===== src/rtl/tick_timer_pkg.sv =====
package tick_timer_pkg;
  localparam int ADDR_W = 4;

  localparam logic [ADDR_W-1:0] OFS_CNT_LO = 4'h4;
  localparam logic [ADDR_W-1:0] OFS_CNT_HI = 4'h5;
  localparam logic [ADDR_W-1:0] OFS_RLD_LO = 4'h6;
  localparam logic [ADDR_W-1:0] OFS_RLD_HI = 4'h7;
  localparam logic [ADDR_W-1:0] OFS_MODE   = 4'hB;
  localparam logic [ADDR_W-1:0] OFS_FLAG   = 4'hD;
  localparam logic [ADDR_W-1:0] OFS_ENA    = 4'hE;

  typedef struct packed {
    logic wrRldLo;
    logic wrRldHi;
    logic start;
    logic readLo;
  } tmrStrobes_t;
endpackage


===== src/rtl/tick_timer_dp.sv =====
module tick_timer_dp
  import tick_timer_pkg::*;
#(
  parameter int DATA_W = 8,
  parameter int CNT_W  = 16
) (
  input  logic              clk,
  input  logic              rstN,
  input  tmrStrobes_t       strb,
  input  logic [DATA_W-1:0] wrData,
  input  logic              freeRun,
  output logic [CNT_W-1:0]  count,
  output logic [CNT_W-1:0]  reload,
  output logic              timeoutEv
);
  localparam int HI_W = CNT_W - DATA_W;

  logic running;
  logic reloadPend;
  logic armed;

  assign timeoutEv = running && !strb.start && !reloadPend &&
                     (count == '0) && (freeRun || armed);

  always_ff @(posedge clk or negedge rstN) begin
    if (!rstN) begin
      reload     <= '0;
      count      <= '0;
      running    <= 1'b0;
      reloadPend <= 1'b0;
      armed      <= 1'b0;
    end else begin
      if (strb.wrRldLo) reload[DATA_W-1:0] <= wrData;
      if (strb.wrRldHi) reload[CNT_W-1:DATA_W] <= wrData[HI_W-1:0];
      if (strb.start) begin
        count      <= {wrData[HI_W-1:0], reload[DATA_W-1:0]};
        running    <= 1'b1;
        armed      <= 1'b1;
        reloadPend <= 1'b0;
      end else if (running) begin
        if (reloadPend) begin
          count      <= reload;
          reloadPend <= 1'b0;
        end else begin
          count <= count - 1'b1;
          if (count == '0) begin
            reloadPend <= freeRun;
            armed      <= armed && freeRun;
          end
        end
      end
    end
  end

  AST_START_LOAD: assert property (@(posedge clk) disable iff (!rstN)
    strb.start |=> count == {$past(wrData[HI_W-1:0]), $past(reload[DATA_W-1:0])});

  AST_RELOAD_VALUE: assert property (@(posedge clk) disable iff (!rstN)
    (running && reloadPend && !strb.start) |=> count == $past(reload));

  AST_STEP_DOWN: assert property (@(posedge clk) disable iff (!rstN)
    (running && !reloadPend && !strb.start) |=> count == CNT_W'($past(count) - 1'b1));
endmodule


===== src/rtl/tick_timer_ctrl.sv =====
module tick_timer_ctrl
  import tick_timer_pkg::*;
#(
  parameter int DATA_W = 8,
  parameter int CNT_W  = 16
) (
  input  logic              clk,
  input  logic              rstN,
  input  logic [ADDR_W-1:0] addr,
  input  logic              wrEn,
  input  logic              rdEn,
  input  logic [DATA_W-1:0] wrData,
  input  logic [CNT_W-1:0]  count,
  input  logic [CNT_W-1:0]  reload,
  input  logic              timeoutEv,
  output tmrStrobes_t       strb,
  output logic              freeRun,
  output logic [DATA_W-1:0] rdData,
  output logic              irqN,
  output logic              sqOut
);
  localparam int HI_W = CNT_W - DATA_W;
  localparam int SEL_BIT = DATA_W - 1;
  localparam int TMR_BIT = DATA_W - 2;

  logic sqEnable;
  logic tmrFlag;
  logic tmrEnable;
  logic anyIrq;
  logic flagClr;
  logic wrMode;
  logic wrFlag;
  logic wrEna;

  always_comb begin
    strb.wrRldLo = wrEn && (addr == OFS_CNT_LO || addr == OFS_RLD_LO);
    strb.wrRldHi = wrEn && (addr == OFS_CNT_HI || addr == OFS_RLD_HI);
    strb.start   = wrEn && (addr == OFS_CNT_HI);
    strb.readLo  = rdEn && (addr == OFS_CNT_LO);
  end

  assign wrMode  = wrEn && (addr == OFS_MODE);
  assign wrFlag  = wrEn && (addr == OFS_FLAG);
  assign wrEna   = wrEn && (addr == OFS_ENA);
  assign flagClr = strb.start || strb.readLo || (wrFlag && wrData[TMR_BIT]);
  assign anyIrq  = tmrFlag && tmrEnable;
  assign irqN    = !anyIrq;

  always_ff @(posedge clk or negedge rstN) begin
    if (!rstN) begin
      sqEnable  <= 1'b0;
      freeRun   <= 1'b0;
      tmrFlag   <= 1'b0;
      tmrEnable <= 1'b0;
      sqOut     <= 1'b0;
    end else begin
      if (wrMode) begin
        sqEnable <= wrData[SEL_BIT];
        freeRun  <= wrData[TMR_BIT];
      end
      if (timeoutEv)    tmrFlag <= 1'b1;
      else if (flagClr) tmrFlag <= 1'b0;
      if (wrEna && wrData[TMR_BIT]) tmrEnable <= wrData[SEL_BIT];
      if (timeoutEv && sqEnable) sqOut <= !sqOut;
    end
  end

  always_comb begin
    rdData = '0;
    unique case (addr)
      OFS_CNT_LO: rdData = count[DATA_W-1:0];
      OFS_CNT_HI: rdData[HI_W-1:0] = count[CNT_W-1:DATA_W];
      OFS_RLD_LO: rdData = reload[DATA_W-1:0];
      OFS_RLD_HI: rdData[HI_W-1:0] = reload[CNT_W-1:DATA_W];
      OFS_MODE: begin
        rdData[SEL_BIT] = sqEnable;
        rdData[TMR_BIT] = freeRun;
      end
      OFS_FLAG: begin
        rdData[SEL_BIT] = anyIrq;
        rdData[TMR_BIT] = tmrFlag;
      end
      OFS_ENA: begin
        rdData[SEL_BIT] = 1'b1;
        rdData[TMR_BIT] = tmrEnable;
      end
      default: rdData = '0;
    endcase
  end

  AST_SET_WINS: assert property (@(posedge clk) disable iff (!rstN)
    timeoutEv |=> tmrFlag);

  AST_READ_CLEARS: assert property (@(posedge clk) disable iff (!rstN)
    (strb.readLo && !timeoutEv) |=> !tmrFlag);

  AST_ENABLE_SET: assert property (@(posedge clk) disable iff (!rstN)
    (wrEna && wrData[SEL_BIT] && wrData[TMR_BIT]) |=> tmrEnable);

  AST_ENABLE_CLEAR: assert property (@(posedge clk) disable iff (!rstN)
    (wrEna && !wrData[SEL_BIT] && wrData[TMR_BIT]) |=> !tmrEnable);

  AST_SQ_HOLD: assert property (@(posedge clk) disable iff (!rstN)
    (!sqEnable && !timeoutEv) |=> $stable(sqOut));
endmodule


===== src/rtl/tick_timer.sv =====
module tick_timer
  import tick_timer_pkg::*;
#(
  parameter int DATA_W = 8,
  parameter int CNT_W  = 16
) (
  input  logic              clk,
  input  logic              rstN,
  input  logic [3:0]        addr,
  input  logic              wrEn,
  input  logic              rdEn,
  input  logic [DATA_W-1:0] wrData,
  output logic [DATA_W-1:0] rdData,
  output logic              irqN,
  output logic              sqOut
);
  tmrStrobes_t      strb;
  logic             freeRun;
  logic             timeoutEv;
  logic [CNT_W-1:0] count;
  logic [CNT_W-1:0] reload;

  tick_timer_ctrl #(.DATA_W(DATA_W), .CNT_W(CNT_W)) i_ctrl (
    .clk(clk), .rstN(rstN), .addr(addr), .wrEn(wrEn), .rdEn(rdEn),
    .wrData(wrData), .count(count), .reload(reload), .timeoutEv(timeoutEv),
    .strb(strb), .freeRun(freeRun), .rdData(rdData), .irqN(irqN), .sqOut(sqOut)
  );

  tick_timer_dp #(.DATA_W(DATA_W), .CNT_W(CNT_W)) i_dp (
    .clk(clk), .rstN(rstN), .strb(strb), .wrData(wrData), .freeRun(freeRun),
    .count(count), .reload(reload), .timeoutEv(timeoutEv)
  );
endmodule


===== config.mk =====
export PLATFORM = sky130hd
export DESIGN_NAME = tick_timer
export DESIGN_NICKNAME = d
export VERILOG_FILES = /design/src/rtl/tick_timer_pkg.sv /design/src/rtl/tick_timer_dp.sv /design/src/rtl/tick_timer_ctrl.sv /design/src/rtl/tick_timer.sv
export SDC_FILE = /design/constraint.sdc
export NUM_CORES = 1
export LEC_CHECK = 0
export ABC_AREA = 1
export BUFFER_PORTS_ARGS = -buffer_cell sky130_fd_sc_hd__buf_4
export CAP_MARGIN = 0
export CORE_MARGIN = 2
export CORE_UTILIZATION = 50
export CTS_CLUSTER_DIAMETER = 50
export DETAILED_ROUTE_END_ITERATION = 10
export GPL_ROUTABILITY_DRIVEN = 0
export PLACE_DENSITY_LB_ADDON = 0.3
export SLEW_MARGIN = 20
export SYNTH_ARGS = -nofsm -noshare
export SYNTH_HDL_FRONTEND = slang
export SYNTH_SLANG_ARGS = --single-unit

===== constraint.sdc =====
create_clock -name clk -period 2.2 [get_ports clk]
set_input_delay 0.22 -clock clk [delete_from_list [all_inputs] [get_ports clk]]
set_output_delay 0.22 -clock clk [all_outputs]
set_load 0.005 [all_outputs]

==> metrics.md <==
| Metric | Value |
|---|---|
| Vias in the first global route | 2,374 |
| Synthesis-to-layout area growth | 14.0% |
| Yosys top cell area share | 40.2% |
| Die Area | 5560 um^2 |
| Post-DP HPWL | 5090 um |
| H-tree levels | 2 |
| Status | completed |
| Mapped Cells | 373 |
| Initial antenna violation count | 0 |
| Syn nets | 390 |
| RSZ-0062 raised after global routing | no |
| DR vias | 2,579 |
| # Post-CTS Setup Buffers | 0 |
| Die X | 74.6 um |
| Placement row count | 25 |
| Final WL | between 6000 and 7000 um |
| Max-cap violations | 0 |
| Synth cell types | 26 |
| Num CTS Buffers | 5 |
| Synth area leader | dfrtp_1 |
| Slew headroom | 65.6% |
| Highest metal used | met4 |
| R2r setup slk | around 560 ps |
| Pin count of the biggest net entering global routing | slightly above 40 |
| Actual slew at the worst max-slew pin | 515 ps |
| Core Area | 4750 um^2 |
| GRT Util Overall | between 20 and 30% |
| Drt first pass iters | 5 |
| Worst EP required | 2390 ps |
| Slew Viols, Final | 0 |
| Worst-Skew Late Latency | approximately 300 ps |
| Share of the yosys chip area belonging to registers | 40.2% |
| Count leader, synth | nand2_1 |
| Total negative slack | 0 ps |
| Post_cts resized | 0 |
| Filler cell count | 459 |
| Wire per inst | 14.5 um |
| First-pass GRT wire length | 11,300 um |
| Worst setup margin | 561 ps |
| Layout cell share with drive strength beyond 1 | 10.5% |
| Synth Register Bits | 40 |
| Grt ovf | 0 |
| Top Ports | 26 |
| Number of synthesized flops with an enable pin | 0 |
| Crit Path Class | reg -> reg |
| Avg Cell Area, Syn | 6.67 um^2 |
| Final hold vios | 0 |
| Skew final | 7.18 ps |
| WL met2 | 2990 um |
| Crit start category | register |
| Starting density of the core | 52.3% |
| Clock Tree Root | clkbuf_8 |
| Cell Count, Final, Fillers Out | 468 |
| Via-to-Cell Ratio | roughly 5.5 |
| Peak Freq | 610 MHz |
| Leading cell types by count after synthesis | nand2_1 (121), inv_1 (50), nor2_1 (43) |
| Static leakage | 1.47 nW |
| Primary FF master, synth | dfrtp_1 |
| WL met3 | 590 um |
| YS warnings | 0 |
| Finish-stage setup viols | 0 |
| Clk slew on worst S/H paths | 80 ps |
| Critical path arrival | 1830 ps |
| Top cells by area, synth | dfrtp_1 (40%), nand2_1 (18%), inv_1 (7.5%) |
| Nets | ~420 |
| Area of the multi-input gates | ~1200 um^2 |
| Hold WC Path Type | in -> reg |
| Fin crit share | between 70% and 80% |
| Asr flop ratio synth | between 90% and 100% |
| Num Clock Sinks | 40 |
| Bufs on Longest Clock Path | 2 |
| Iter 0 DRT Violations | 282 |
| Sequential Area | 1000 um^2 |
| Antenna diodes | 0 |
| Dpl ws | 492 ps |
| Period minus WS final | 1640 ps |
| Pwr Density | a little over 900 nW/um^2 |
| Die height | 74.6 um |
| Routed Antenna Nets | 0 |
| Cell count after placement | around 460 |
| Syn Std Cell Area | 2490 um^2 |
| DRC Markers | 0 |
| Max VDD drop | 0.544 mV |
| CP endpoint kind | register |
| Port Buffer Count | 25 |
| CTS tree | done |
| WL met1 | 3070 um |
| CP Max Fanout | 5 |
## final timing paths
path | from | endpoint | depth (start not counted)
min | wrData[1] | i_dp.count[9]$_DFFE_PN0P_ | 3
max | i_dp.count[0]$_DFFE_PN0P_ | i_ctrl.sqOut$_DFFE_PN0P_ | 9
max reg2reg | i_dp.count[0]$_DFFE_PN0P_ | i_ctrl.sqOut$_DFFE_PN0P_ | 9
min in group asynchronous | rstN | i_dp.count[7]$_DFFE_PN0P_ | 2
min reg2reg | i_dp.reload[12]$_DFFE_PN0P_ | i_dp.reload[12]$_DFFE_PN0P_ | 2
max in group asynchronous | rstN | i_dp.count[12]$_DFFE_PN0P_ | 2
## flip-flops by register name, indices dropped and copies added, names as in the netlist
register	flops
i_ctrl.tmrFlag	1
i_dp.armed	1
i_ctrl.tmrEnable	1
i_dp.running	1
i_ctrl.sqEnable	1
i_ctrl.sqOut	1
i_ctrl.freeRun	1
i_dp.count	16
i_dp.reloadPend	1
i_dp.reload	16
## worst max-delay path: stages (launching register included)
cell     delay, ps
dfrtp_1        380
inv_1          120
ha_1           210
nand2_1        130
nor2_1         180
nand2_1        110
nor2_1         210
nand3_1        100
nand2_1         70
nand2_1         40
## routing by layer
metal,vias to the layer above,track usage (%)
met1,1174,40.0
met5,-,0
met3,16,5.28
li1,1252,-
met2,137,38.7
met4,0,10.7
## metrics by stage
step | instance area (um^2) | hold WS [ps] | util, % | total power, mW
after floorplan | 2490 | -75.6 | - | 1.72
after global placement | 2720 | 228 | 57.1 | 2.01
after detailed placement | 2720 | 237 | 57.1 | 2.03
after CTS | 2840 | 146 | 59.7 | 2.64
after global routing | 2840 | 160 | 59.7 | 2.85
final | 2840 | 154 | 59.7 | 2.65
## layout by cell type (no fill, tap or decap), drive strengths merged, types with 2 or more instances in the layout
| master | count |
|---|---|
| nand4 | 4 |
| nor2 | 46 |
| o211ai | 2 |
| inv | 52 |
| nand3 | 35 |
| a21oi | 7 |
| buf | 26 |
| o2111ai | 5 |
| o21ai | 38 |
| o22ai | 6 |
| clkbuf | 5 |
| nor3 | 4 |
| nand2 | 123 |
| dfrtp | 40 |
## where the power goes
group | internal, mW | switching [mW]
clock network | 0.336 | 0.268
logic | 0.305 | 0.544
registers | 0.944 | 0.258
## kinds of logic (layout without fill, tap and decap cells)
logic type	Yosys count	in the layout	synth area share (%)
AND/OR/NAND/NOR	214	214	36.1
flip-flops	40	40	40.2
AO/OA/AOI/OAI	59	59	13.3
buffers and inverters	59	87	9.90
adder cells (fa/ha/maj)	1	1	0.503
## final cells by class
| class | instances | share of cell area, % |
|---|---|---|
| clock buffer | 5 | 2.43 |
| clock inverter | 3 | 1.50 |
| inverter | 52 | 6.88 |
| multi-input combinational | 274 | 43.7 |
| sequential | 40 | 35.3 |
| tap | 67 | 2.95 |
| timing repair buffer | 27 | 7.23 |
## repair_timing
item / 4_1_cts / 5_1_grt
hold endpoints to repair: 40 / 0
endpoints found under the setup margin: 0 / 0
hold buffers: 1 / 0
Power figures use the tool's default switching activity.
